[src/rtl/dac_dbuf_pkg.sv]
package dac_dbuf_pkg;
  localparam int unsigned DataW = 12;
  localparam int unsigned HiW   = 4;

  typedef struct packed {
    logic cs_n;
    logic wr1_n;
    logic wr2_n;
    logic xfer_n;
    logic byte_hi;
  } ctl_t;

  localparam int unsigned CtlW = $bits(ctl_t);
  localparam ctl_t CtlIdle = '{cs_n: 1'b1, wr1_n: 1'b1, wr2_n: 1'b1, xfer_n: 1'b1, byte_hi: 1'b0};
endpackage

[src/rtl/dac_dbuf_sync.sv]
module dac_dbuf_sync #(
  parameter int unsigned W = 8,
  parameter logic [W-1:0] RST_VAL = '0
) (
  input  logic         clk_i,
  input  logic         rst_ni,
  input  logic [W-1:0] d_i,
  output logic [W-1:0] cur_o,
  output logic [W-1:0] prv_o
);
  logic [W-1:0] meta_q, sync_q, prv_q;

  always_ff @(posedge clk_i or negedge rst_ni) begin
    if (!rst_ni) begin
      meta_q <= RST_VAL;
      sync_q <= RST_VAL;
      prv_q  <= RST_VAL;
    end else begin
      meta_q <= d_i;
      sync_q <= meta_q;
      prv_q  <= sync_q;
    end
  end

  assign cur_o = sync_q;
  assign prv_o = prv_q;
endmodule

[src/rtl/dac_dbuf_latch.sv]
module dac_dbuf_latch #(
  parameter int unsigned DATA_W = 12,
  parameter int unsigned HI_W   = 4,
  localparam int unsigned LoW   = DATA_W - HI_W
) (
  input  logic              clk_i,
  input  logic              rst_ni,
  input  logic              ld_i,
  input  logic              both_i,
  input  logic [DATA_W-1:0] data_i,
  output logic [DATA_W-1:0] word_o
);
  logic [HI_W-1:0] hi_q;
  logic [LoW-1:0]  lo_q;

  always_ff @(posedge clk_i or negedge rst_ni) begin
    if (!rst_ni) begin
      hi_q <= '0;
      lo_q <= '0;
    end else if (ld_i) begin
      lo_q <= data_i[LoW-1:0];
      if (both_i) hi_q <= data_i[DATA_W-1:LoW];
    end
  end

  assign word_o = {hi_q, lo_q};
endmodule

[src/rtl/dac_dbuf_out.sv]
module dac_dbuf_out #(
  parameter int unsigned DATA_W = 12
) (
  input  logic              clk_i,
  input  logic              rst_ni,
  input  logic              go_i,
  input  logic [DATA_W-1:0] word_i,
  output logic [DATA_W-1:0] dac_o,
  output logic              full_o,
  output logic              zero_o
);
  logic [DATA_W-1:0] dac_q;

  always_ff @(posedge clk_i or negedge rst_ni) begin
    if (!rst_ni)   dac_q <= '0;
    else if (go_i) dac_q <= word_i;
  end

  assign dac_o  = dac_q;
  assign full_o = &dac_q;
  assign zero_o = ~|dac_q;
endmodule

[src/rtl/dac_dbuf.sv]
module dac_dbuf
  import dac_dbuf_pkg::*;
#(
  parameter int unsigned DATA_W = DataW,
  parameter int unsigned HI_W   = HiW
) (
  input  logic              clk_i,
  input  logic              rst_ni,
  input  logic              cs_ni,
  input  logic              wr1_ni,
  input  logic              wr2_ni,
  input  logic              xfer_ni,
  input  logic              byte_hi_i,
  input  logic [DATA_W-1:0] data_i,
  output logic [DATA_W-1:0] dac_o,
  output logic              full_o,
  output logic              zero_o
);
  localparam int unsigned BusW = CtlW + DATA_W;
  localparam logic [BusW-1:0] BusRst = {CtlIdle, {DATA_W{1'b0}}};

  ctl_t              ctl_in, ctl_cur, ctl_prv;
  logic [DATA_W-1:0] dat_cur, dat_prv;
  logic [BusW-1:0]   bus_cur, bus_prv;
  logic              ld, xfer_act_cur, xfer_act_prv, xfer_go;
  logic [DATA_W-1:0] word;

  always_comb begin
    ctl_in.cs_n    = cs_ni;
    ctl_in.wr1_n   = wr1_ni;
    ctl_in.wr2_n   = wr2_ni;
    ctl_in.xfer_n  = xfer_ni;
    ctl_in.byte_hi = byte_hi_i;
  end

  // data rides with the strobes so capture stays aligned
  dac_dbuf_sync #(.W(BusW), .RST_VAL(BusRst)) u_sync (
    .clk_i (clk_i),
    .rst_ni(rst_ni),
    .d_i   ({ctl_in, data_i}),
    .cur_o (bus_cur),
    .prv_o (bus_prv)
  );

  assign {ctl_cur, dat_cur} = bus_cur;
  assign {ctl_prv, dat_prv} = bus_prv;

  // write completes on strobe release; chip select and data taken while strobe was low
  assign ld = ~ctl_prv.wr1_n & ctl_cur.wr1_n & ~ctl_prv.cs_n;

  assign xfer_act_cur = ~ctl_cur.wr2_n & ~ctl_cur.xfer_n;
  assign xfer_act_prv = ~ctl_prv.wr2_n & ~ctl_prv.xfer_n;
  assign xfer_go      = xfer_act_prv & ~xfer_act_cur;

  dac_dbuf_latch #(.DATA_W(DATA_W), .HI_W(HI_W)) u_latch (
    .clk_i (clk_i),
    .rst_ni(rst_ni),
    .ld_i  (ld),
    .both_i(ctl_prv.byte_hi),
    .data_i(dat_prv),
    .word_o(word)
  );

  dac_dbuf_out #(.DATA_W(DATA_W)) u_out (
    .clk_i (clk_i),
    .rst_ni(rst_ni),
    .go_i  (xfer_go),
    .word_i(word),
    .dac_o (dac_o),
    .full_o(full_o),
    .zero_o(zero_o)
  );
endmodule

[config.mk]
export PLATFORM = sky130hd
export DESIGN_NAME = dac_dbuf
export DESIGN_NICKNAME = d
export VERILOG_FILES = /design/src/rtl/dac_dbuf_pkg.sv /design/src/rtl/dac_dbuf_sync.sv /design/src/rtl/dac_dbuf_latch.sv /design/src/rtl/dac_dbuf_out.sv /design/src/rtl/dac_dbuf.sv
export SDC_FILE = /design/constraint.sdc
export NUM_CORES = 1
export LEC_CHECK = 0
export ABC_CLOCK_PERIOD_IN_PS = 3500
export BUFFER_PORTS_ARGS = -buffer_cell sky130_fd_sc_hd__buf_2
export CORE_MARGIN = 5
export CORE_UTILIZATION = 58
export DETAILED_ROUTE_END_ITERATION = 10
export PLACE_DENSITY_LB_ADDON = 0.25
export SYNTH_ARGS = -nofsm -noshare
export SYNTH_HDL_FRONTEND = slang
export SYNTH_SLANG_ARGS = --single-unit
[constraint.sdc]
create_clock -name clk_i -period 3.5 [get_ports clk_i]
set_input_delay 0.175 -clock clk_i [delete_from_list [all_inputs] [get_ports clk_i]]
set_output_delay 0.175 -clock clk_i [all_outputs]
set_load 0.005 [all_outputs]
==> results.sh <==
export IMPL_leakage_nw=1.30
export IMPL_place_ws_ns=1.86
export IMPL_gp_congestion=0.811
export IMPL_endpoint_kind="register"
export IMPL_ys_types=12
export IMPL_final_layout_size_suffix_gt1_frac=0.464
export IMPL_finalHoldViolCount=0
export IMPL_critical_path_n_buffers_inverters=0
export IMPL_count_of_flip_flops_with_a_built_in_enable_after_synthesis=0
export IMPL_layout_area_seq_um2=1890
export IMPL_die_width_um=72.6
export IMPL_clkSinkCount=75
export IMPL_setup_fix_bufs_post_cts=0
export IMPL_final_setup_worst_slack_ns=1.88
export IMPL_timing_critical_path_max_delay_family="simple AND/OR/NAND/NOR gates"
export IMPL_ys_ff_latch=75
export IMPL_multi_input_area_um2=370
export IMPL_htreeDepth=3
export IMPL_number_of_antenna_violations_at_the_first_check_in_global_routing=0
export IMPL_worst_ir_drop_vdd_mv=0.349
export IMPL_worstPathCellList="nor3b_4 -> and2_4 -> mux2_4"
export IMPL_setup_viol=0
export IMPL_cp_slowest_stage_delay_ns=0.53
export IMPL_worst_pin_slew_ns=0.720
export IMPL_grt_pass1_vias=1216
export IMPL_worst_endpoint_arrival_ns=1.82
export IMPL_run_status="finished clean"
export IMPL_r2r_end="u_latch.hi_q[1]"
export IMPL_io_pins=33
export IMPL_path_max_fanout=9
export IMPL_drc=0
export IMPL_vias_per_cell=4.91
export IMPL_first_iter_violations=47
export IMPL_critical_path_startpoint="u_sync.cur_o[15]"
export IMPL_die_area_um2=5260
export IMPL_crit_path_start_kind="register"
export IMPL_synth_cells=112
export IMPL_maxSlewHeadroom=0.520
export IMPL_netlist_area_um2=2270
export IMPL_globalRoute_totalOverflow=0
export IMPL_critical_path_slowest_cell="dfstp_2"
export IMPL_timing_max_transition_violations_final=0
export IMPL_final_period_minus_worst_setup_slack_ns=1.62
export IMPL_async_reset_ff_frac=1.00
export IMPL_synth_sequential_area_ratio=0.834
export IMPL_worst_setup_path_endpoint="u_latch.hi_q[1]"
export IMPL_ys_top_cells_by_count="63 x dfrtp_1, 20 x mux2_2, 12 x dfstp_2"
export IMPL_unrepaired_setup_endpoints_after_global_routing="no"
export IMPL_largest_net_degree_at_the_start_of_global_routing=42
export IMPL_antenna_cells=0
export IMPL_yosys_area_top_type_share=0.695
export IMPL_synth_top_flop_cell="dfrtp_1"
export IMPL_rrSetupSlack_ns=1.88
export IMPL_areaGrowthSynthToFinish_pct=25.5
export IMPL_fp_coreArea_um2=3720
export IMPL_hold_class="register to register"
export IMPL_route_detailed_wl_per_inst_um=14.7
export IMPL_layout_nets=193
export IMPL_cts_tree="yes"
export IMPL_initial_utilization=0.611
export IMPL_num_cts_buffers=9
export IMPL_yosysWarningCount=0
export IMPL_pwr_density_cell_nw_per_um2=629
export IMPL_clk_latency_ns=0.32
export IMPL_route_final_wire_length_um=3340
export IMPL_clock_slew_at_the_register_clock_pins_of_the_worst_setup_and_hold_paths_ns=0.07
export IMPL_die_height_um=72.6
export IMPL_avgSynthCellArea_um2=20.3
export IMPL_synth_largest_area_cell="dfrtp_1"
export IMPL_worst_r2r_cell_count=3
export IMPL_worst_case_clock_skew_ns=0.00806
export IMPL_crit_reg2reg_launch="u_sync.cur_o[15]"
export IMPL_detail_route_antenna_nets=0
export IMPL_n_fill_cell=221
export IMPL_row_count=22
export IMPL_drv_cap=0
export IMPL_ys_top_cells_by_area="dfrtp_1 69%, dfstp_2 14%, mux2_2 9.9%"
export IMPL_clock_tree_root_driver_cell="clkbuf_8"
export IMPL_post_cts_resized_instances=0
export IMPL_synth_nets=131
export IMPL_layout_worst_path_cycle_share=0.463
export IMPL_drt_pre_antenna_iters=4
export IMPL_grt_pass1_wl_um=5930
export IMPL_via_count=1114
export IMPL_groute_usage_overall=0.157
export IMPL_cts_max_path_buffers=2
export IMPL_worst_path_stages=3
export IMPL_worstPathRequired_ns=3.70
export IMPL_io_buffer_count=32
export IMPL_timing_fmax_mhz=618
export IMPL_setup_tns_final_ns=0
export IMPL_critPathKind="register to register"
export IMPL_hpwl_um=2180
export IMPL_library_cell_with_the_highest_instance_count_after_synthesis="dfrtp_1"
-- how the worst min path moves through the flow --
stage / start / endpoint / slack [ns] / depth (start not counted)
global route: u_sync.cur_o[3] / u_sync.prv_o[3] / 0.35 / 0
detailed placement: rst_ni / u_sync.cur_o[12] / 0.27 / 1
global placement: rst_ni / u_sync.meta_q[11] / 0.25 / 1
floorplan: rst_ni / u_latch.hi_q[0] / -0.12 / 0
finish: u_sync.cur_o[3] / u_sync.prv_o[3] / 0.34 / 0
CTS: u_sync.cur_o[3] / u_sync.prv_o[3] / 0.35 / 0
-- power breakdown --
group | leakage (nW) | total, mW | internal [mW] | switching [mW]
clock | 0.0850 | 0.557 | 0.298 | 0.259
sequential | 0.867 | 1.05 | 0.975 | 0.0730
combinational | 0.344 | 0.185 | 0.117 | 0.0681
total | 1.30 | 1.79 | 1.39 | 0.400
-- registers in the layout, summed over array words and instances (netlist names) --
register,cells
u_latch.hi_q,4
u_sync.meta_q,17
u_sync.cur_o,17
u_latch.lo_q,8
u_sync.prv_o,17
u_out.dac_o,12
-- metrics by stage --
step                hold slack [ns]   util  std cells  area, µm²  power, mW
floorplan                    -0.121      -        112       2270       1.13
global placement              0.251  0.672        193       2500       1.22
detailed placement            0.269  0.672        193       2500       1.24
CTS                           0.346  0.766        227       2850       1.82
global route                  0.346  0.766        227       2850       1.89
finish                        0.342  0.766        227       2850       1.79
-- metal layers --
metal	global-route usage	wire, µm	part of all wire
met2	0.245	1720	0.51
met5	0	0	0
met3	0.0332	230	0.069
met1	0.192	1330	0.40
met4	0.117	66	0.020
-- final cells by class --
class / count / area share
Clock buffer: 16 / 0.0598
Multi-Input combinational cell: 36 / 0.130
Sequential cell: 75 / 0.664
Tap cell: 48 / 0.0211
Timing Repair Buffer: 52 / 0.125
-- layout by cell type, fill, tap and decap left out, types with 2 or more instances in the layout --
| cell type | Yosys | final |
|---|---|---|
| dfstp_2 | 12 | 12 |
| mux2_2 | 20 | 20 |
| nor4_1 | 3 | 3 |
| buf_2 | 0 | 32 |
| buf_4 | 1 | 2 |
| mux2_4 | 4 | 4 |
| clkbuf_1 | 0 | 5 |
| clkbuf_8 | 0 | 11 |
| dlygate4sd3_1 | 0 | 18 |
| dfrtp_1 | 63 | 63 |
| nor3_1 | 2 | 2 |
| nand4_1 | 3 | 3 |
-- worst reg2reg max path, stage by stage (launching register included) --
cell and delay [ns]:
dfstp_2 0.53, nor3b_4 0.41, and2_4 0.27, mux2_4 0.30
-- what timing repair did --
item	in CTS	in global routing
setup endpoints to repair	0	0
hold buffers	18	0
endpoints found under the hold margin	45	0
-- kinds of logic (layout without fill, tap and decap cells) --
family / after synthesis / after routing / share of synthesized area
DFF: 75 / 75 / 0.834
buffers and inverters: 1 / 68 / 0.00331
and+or+nand+nor: 12 / 12 / 0.0375
muxes: 24 / 24 / 0.126
No activity file was read; power rests on OpenSTA's default activity.
